### src/rtl/pix_window_pkg.sv
package pix_window_pkg;

    // Move performed by the window on the next clock edge
    typedef enum logic [1:0] {
        MV_HOLD  = 2'd0,
        MV_LEFT  = 2'd1,   // new column enters on the right
        MV_RIGHT = 2'd2,   // new column enters on the left
        MV_UP    = 2'd3    // new row enters at the bottom
    } move_e;

endpackage

### src/rtl/pws_move_dec.sv
module pws_move_dec
    import pix_window_pkg::*;
(
    input  logic  en,
    input  logic  up_sel,
    input  logic  from_right,
    output move_e move_o
);

    always_comb begin
        if (!en)
            move_o = MV_HOLD;
        else if (up_sel)
            move_o = MV_UP;
        else if (from_right)
            move_o = MV_LEFT;
        else
            move_o = MV_RIGHT;
    end

endmodule

### src/rtl/pws_bit_plane.sv
module pws_bit_plane
    import pix_window_pkg::*;
#(
    parameter int ROWS = 9,
    parameter int COLS = 9
) (
    input  logic                 clk,
    input  logic                 rst,
    input  move_e                move_i,
    input  logic [ROWS-1:0]      col_bits_i,
    input  logic [COLS-1:0]      row_bits_i,
    output logic [ROWS*COLS-1:0] cells_o
);

    localparam int NCELL = ROWS * COLS;

    typedef struct packed {
        logic [NCELL-1:0] cells;
    } plane_t;

    plane_t plane_d, plane_q;

    always_comb begin
        plane_d = plane_q;
        unique case (move_i)
            MV_LEFT: begin
                for (int r = 0; r < ROWS; r++) begin
                    for (int c = 0; c < COLS; c++) begin
                        if (c == COLS - 1)
                            plane_d.cells[r*COLS + c] = col_bits_i[r];
                        else
                            plane_d.cells[r*COLS + c] = plane_q.cells[r*COLS + c + 1];
                    end
                end
            end
            MV_RIGHT: begin
                for (int r = 0; r < ROWS; r++) begin
                    for (int c = 0; c < COLS; c++) begin
                        if (c == 0)
                            plane_d.cells[r*COLS + c] = col_bits_i[r];
                        else
                            plane_d.cells[r*COLS + c] = plane_q.cells[r*COLS + c - 1];
                    end
                end
            end
            MV_UP: begin
                for (int r = 0; r < ROWS; r++) begin
                    for (int c = 0; c < COLS; c++) begin
                        if (r == ROWS - 1)
                            plane_d.cells[r*COLS + c] = row_bits_i[c];
                        else
                            plane_d.cells[r*COLS + c] = plane_q.cells[(r+1)*COLS + c];
                    end
                end
            end
            default: plane_d = plane_q;
        endcase
    end

    always_ff @(posedge clk) begin
        if (rst)
            plane_q <= '0;
        else
            plane_q <= plane_d;
    end

    assign cells_o = plane_q.cells;


    reset_clear_chk: assert property (@(posedge clk)
        rst |=> (plane_q.cells == '0));


    hold_stable_chk: assert property (@(posedge clk) disable iff (rst)
        (move_i == MV_HOLD) |=> $stable(plane_q.cells));


    left_entry_chk: assert property (@(posedge clk) disable iff (rst)
        (move_i == MV_LEFT) |=> (plane_q.cells[COLS-1] == $past(col_bits_i[0]))
                             && (plane_q.cells[0] == $past(plane_q.cells[1])));


    right_entry_chk: assert property (@(posedge clk) disable iff (rst)
        (move_i == MV_RIGHT) |=> (plane_q.cells[0] == $past(col_bits_i[0]))
                              && (plane_q.cells[1] == $past(plane_q.cells[0])));


    up_entry_chk: assert property (@(posedge clk) disable iff (rst)
        (move_i == MV_UP) |=> (plane_q.cells[(ROWS-1)*COLS] == $past(row_bits_i[0]))
                           && (plane_q.cells[0] == $past(plane_q.cells[COLS])));

endmodule

### src/rtl/pix_window_shifter.sv
module pix_window_shifter
    import pix_window_pkg::*;
#(
    parameter int ROWS  = 9,
    parameter int COLS  = 9,
    parameter int PIX_W = 8
) (
    input  logic                        clk,
    input  logic                        rst,
    input  logic                        en,
    input  logic                        up_sel,
    input  logic                        from_right,
    input  logic [ROWS*PIX_W-1:0]       col_in,
    input  logic [COLS*PIX_W-1:0]       row_in,
    output logic [ROWS*COLS*PIX_W-1:0]  window_o,
    output logic [PIX_W-1:0]            centre_o
);

    localparam int NCELL   = ROWS * COLS;
    localparam int MID_ROW = ROWS / 2;
    localparam int MID_COL = COLS / 2;
    localparam int MID_IDX = MID_ROW * COLS + MID_COL;

    move_e move;

    pws_move_dec u_dec (
        .en         (en),
        .up_sel     (up_sel),
        .from_right (from_right),
        .move_o     (move)
    );

    logic [NCELL-1:0] plane_cells [PIX_W];

    for (genvar b = 0; b < PIX_W; b++) begin : g_plane
        logic [ROWS-1:0] col_bits;
        logic [COLS-1:0] row_bits;

        for (genvar r = 0; r < ROWS; r++) begin : g_cb
            assign col_bits[r] = col_in[r*PIX_W + b];
        end
        for (genvar c = 0; c < COLS; c++) begin : g_rb
            assign row_bits[c] = row_in[c*PIX_W + b];
        end

        pws_bit_plane #(
            .ROWS (ROWS),
            .COLS (COLS)
        ) u_plane (
            .clk        (clk),
            .rst        (rst),
            .move_i     (move),
            .col_bits_i (col_bits),
            .row_bits_i (row_bits),
            .cells_o    (plane_cells[b])
        );

        for (genvar i = 0; i < NCELL; i++) begin : g_out
            assign window_o[i*PIX_W + b] = plane_cells[b][i];
        end
    end

    assign centre_o = window_o[MID_IDX*PIX_W +: PIX_W];


    up_priority_chk: assert property (@(posedge clk) disable iff (rst)
        (en && up_sel && from_right) |=>
            (window_o[(ROWS-1)*COLS*PIX_W +: PIX_W] == $past(row_in[PIX_W-1:0])));


    freeze_chk: assert property (@(posedge clk) disable iff (rst)
        !en |=> $stable(window_o));


    centre_follow_chk: assert property (@(posedge clk) disable iff (rst)
        (en && !up_sel && from_right) |=>
            (centre_o == $past(window_o[(MID_IDX+1)*PIX_W +: PIX_W])));

endmodule

### config.mk
export PLATFORM = sky130hd
export DESIGN_NAME = pix_window_shifter
export DESIGN_NICKNAME = d
export VERILOG_FILES = /design/src/rtl/pix_window_pkg.sv /design/src/rtl/pws_move_dec.sv /design/src/rtl/pws_bit_plane.sv /design/src/rtl/pix_window_shifter.sv
export SDC_FILE = /design/constraint.sdc
export NUM_CORES = 2
export LEC_CHECK = 0
export CAP_MARGIN = 25
export CORE_AREA = 2 2 313 315
export CTS_CLUSTER_SIZE = 12
export DETAILED_ROUTE_END_ITERATION = 16
export DIE_AREA = 0 0 315 317
export GPL_TIMING_DRIVEN = 0
export SLEW_MARGIN = 10
export SYNTH_ARGS = -nofsm -noshare
export SYNTH_HDL_FRONTEND = slang
export SYNTH_SLANG_ARGS = --single-unit
### constraint.sdc
create_clock -name clk -period 2 [get_ports clk]
set_clock_uncertainty 0.15 [all_clocks]
set_input_delay 0.4 -clock clk [delete_from_list [all_inputs] [get_ports clk]]
set_output_delay 0.4 -clock clk [all_outputs]
set_load 0.01 [all_outputs]
==> impl_metrics.prom <==
# TYPE chip_impl_metric gauge
chip_impl_metric{name="yosys_register_bits",unit=""} 648
chip_impl_metric{name="grt_start_max_net_pins",unit=""} 20
chip_impl_metric{name="cts_num_sinks",unit=""} 648
chip_impl_metric{name="port_buffers",unit=""} 802
chip_impl_metric{name="via_count",unit=""} 34280
chip_impl_metric{name="first_iter_violations",unit=""} 3006
chip_impl_info{name="min_path_type",value="in2reg"} 1
chip_impl_metric{name="placed_cells_incl_taps",unit=""} 5473
chip_impl_metric{name="die-height",unit="um"} 317
chip_impl_metric{name="period_minus_slack",unit="ps"} 1974
chip_impl_metric{name="fill_cells",unit=""} 9113
chip_impl_metric{name="fp.dieArea",unit="sq um"} 99860
chip_impl_metric{name="totalWireLength",unit="mm"} 166.1
chip_impl_metric{name="slew_headroom",unit=""} 0.2816
chip_impl_metric{name="initial_antenna_violation_count",unit=""} 15
chip_impl_metric{name="finalSetupViolCount",unit=""} 0
chip_impl_metric{name="htree_num_levels",unit=""} 3
chip_impl_metric{name="avgRoutedWirePerCell",unit="um"} 29.56
chip_impl_metric{name="synthCells",unit=""} 3393
chip_impl_metric{name="critical_path_required",unit="ps"} 1450
chip_impl_metric{name="timing.critical_path.fanout_max",unit=""} 5
chip_impl_metric{name="seq_area_frac_synth",unit=""} 0.3506
chip_impl_metric{name="coreArea",unit="sq um"} 96280
chip_impl_info{name="run_status",value="finished, final reports clean"} 1
chip_impl_metric{name="antenna_violating_nets_post_route",unit=""} 0
chip_impl_metric{name="finalHoldViolations",unit=""} 0
chip_impl_info{name="cpMaxStageDelayCell",value="dfxtp_1"} 1
chip_impl_info{name="critical-path-top-delay-family",value="flip-flops"} 1
chip_impl_metric{name="grt_first_pass_wirelength",unit="mm"} 239.6
chip_impl_metric{name="floorplan.initialDensity",unit=""} 0.3843
chip_impl_metric{name="yosysWarningCount",unit=""} 0
chip_impl_info{name="mostFrequentLayoutCells",value="mux2i_1, dlygate4sd2_1, o221ai_1, dfxtp_1"} 1
chip_impl_metric{name="cp.arrival",unit="ps"} 1420
chip_impl_metric{name="drt_pre_antenna_iters",unit=""} 7
chip_impl_metric{name="clock_latency",unit="ps"} 640
chip_impl_metric{name="dieWidth",unit="um"} 315
chip_impl_info{name="ctsRootBufferMaster",value="clkbuf_16"} 1
chip_impl_metric{name="cts_inserted_buffers",unit=""} 79
chip_impl_metric{name="post_drt_via_cell_ratio",unit=""} 6.099
chip_impl_metric{name="post_route_cells_drive_above_1_share",unit=""} 0.3114
chip_impl_metric{name="post_cts_hold_buffer_count",unit=""} 0
chip_impl_metric{name="area_of_the_mapped_netlist",unit="sq um"} 37000
chip_impl_metric{name="power_leakage",unit="uW"} 0.01986
chip_impl_metric{name="ctsLongestPathBuffers",unit=""} 3
chip_impl_metric{name="synth_nets",unit=""} 3542
chip_impl_metric{name="area_delta_synth_final",unit="%"} 32.69
chip_impl_info{name="worstSetupStartpointType",value="flop"} 1
chip_impl_metric{name="io-pin-count",unit=""} 805
chip_impl_info{name="timing.critical_path.cells",value="dlygate4sd2_1"} 1
chip_impl_metric{name="power_density",unit="nW/um^2"} 659.9
chip_impl_metric{name="max_cap_viol_count",unit=""} 0
chip_impl_metric{name="ir_drop",unit="V"} 0.0005491
chip_impl_info{name="final_common_cell",value="mux2i_1"} 1
chip_impl_metric{name="routabilityCongestion",unit=""} 0.9049
chip_impl_metric{name="cts_clock_pin_slew_for_the_worst_setup_and_hold_paths",unit="ps"} 60
chip_impl_info{name="tritoncts",value="done"} 1
chip_impl_metric{name="number_of_standard_cells_in_the_final_layout_excluding_fillers",unit=""} 5620
chip_impl_metric{name="largest_register_ffs",unit=""} 648
chip_impl_metric{name="first_global_vias",unit=""} 33950
chip_impl_metric{name="grt_overflow",unit=""} 0
chip_impl_info{name="worstSetupPathType",value="reg2out"} 1
chip_impl_metric{name="cp.buffers_inverters",unit=""} 1
chip_impl_metric{name="post_synth_num_cell_types",unit=""} 14
chip_impl_info{name="crit_path_end_kind",value="output pin"} 1
chip_impl_metric{name="tightestPinTransition",unit="ps"} 1078
chip_impl_metric{name="layout.nets",unit=""} 4431
chip_impl_metric{name="dp.final_hpwl",unit="mm"} 125.3
chip_impl_metric{name="grt_use_total",unit=""} 0.3178
chip_impl_metric{name="timing.fmax",unit="MHz"} 506.7
chip_impl_metric{name="synthesis.area_per_instance",unit="sq um"} 10.90
chip_impl_metric{name="core.rowCount",unit=""} 114
chip_impl_metric{name="critical-path-max-stage-delay",unit="ps"} 400
chip_impl_metric{name="slew_violations",unit=""} 0
chip_impl_metric{name="route.detailed.drc",unit=""} 0
chip_impl_metric{name="holdWs",unit="ps"} 258.8
chip_impl_metric{name="fin_crit_share",unit=""} 0.9868
[path summary, 6_finish.rpt]
kind | startpoint | end | slack [ps] | cells after the start
setup / recovery | g_plane[3].u_plane.cells_o[70] | window_o[563] | 30 | 1
setup reg to reg | g_plane[7].u_plane.cells_o[40] | g_plane[7].u_plane.cells_o[40] | 630 | 4
hold / removal | row_in[62] | g_plane[6].u_plane.cells_o[79] | 260 | 3
hold reg to reg | g_plane[1].u_plane.cells_o[65] | g_plane[1].u_plane.cells_o[56] | 420 | 2
[area by class of cell]
cell class | instances | area [sq um] | area share
repair buffers | 810 | 7297 | 0.1486
plain buffers | 437 | 2431 | 0.04952
flip-flops and latches | 648 | 13360 | 0.2721
clock buffers | 124 | 2439 | 0.04967
diodes | 6 | 15.01 | 0.0003058
multi-input cells | 2306 | 21740 | 0.4428
clock inverters | 13 | 217.7 | 0.004435
well taps | 1276 | 1597 | 0.03252
[cells in the mapped netlist]
library cell | instances | area (sq um)
buf_2 | 108 | 540.5
nand2b_1 | 360 | 2252
nand4b_1 | 288 | 2522
buf_6 | 64 | 720.7
or3b_1 | 1 | 8.760
o221ai_1 | 388 | 3398
clkbuf_1 | 227 | 852.1
o221ai_2 | 260 | 3904
or3b_2 | 360 | 3153
buf_4 | 9 | 67.56
nand2_1 | 1 | 3.750
mux2i_1 | 648 | 6486
dfxtp_1 | 648 | 12970
buf_1 | 31 | 116.4
[what timing repair did]
item | CTS | global route
buffers inserted | 6 | 0
setup endpoints to repair | 1256 | 425
gates cloned | 0 | 0
pin swaps | 1 | 0
resized for setup | 1140 | 128
[worst register-to-register path: stages (launching register included)]
cell,delay (ps)
dfxtp_4,380
buf_6,120
buf_4,130
or3b_2,430
o221ai_1,70
[metrics by stage]
step	power, uW	cell area (sq um)	utilization	setup slack (ps)	TNS [ps]
2_1_floorplan	15810	37000	-	249.2	0
3_3_place_gp	17660	46620	0.4842	-1459	-689060
3_5_place_dp	17660	46650	0.4846	-1361	-660830
4_1_cts	32500	49090	0.5099	0.03342	0
5_1_grt	33220	49090	0.5099	-0.5114	-0.5114
6_report	32400	49090	0.5099	26.33	0
[cell families after synthesis]
| group | share of synthesized area |
|---|---|
| simple gates | 0.2146 |
| compound gates | 0.1974 |
| mux | 0.1753 |
| flops | 0.3506 |
| buf+inv | 0.06209 |
[power breakdown]
part	switching (uW)	total [uW]	leakage (uW)	internal (uW)
clock	6020	15100	0.00131	9080
combinational	2340	3860	0.0132	1520
sequential	314	13400	0.00538	13100
total	8680	32400	0.0199	23700
[per-layer routing]
layer | part of all wire | vias up | routed length (um) | global-route usage
met3 | 0.072 | 313 | 12040 | 0.07148
met5 | 0.00055 | - | 92 | 0
met1 | 0.42 | 17180 | 69050 | 0.4027
met4 | 0.040 | 14 | 6719 | 0.1260
li1 | - | 15370 | - | -
met2 | 0.47 | 1402 | 78210 | 0.5235
No activity file was read; power rests on OpenSTA's default activity.
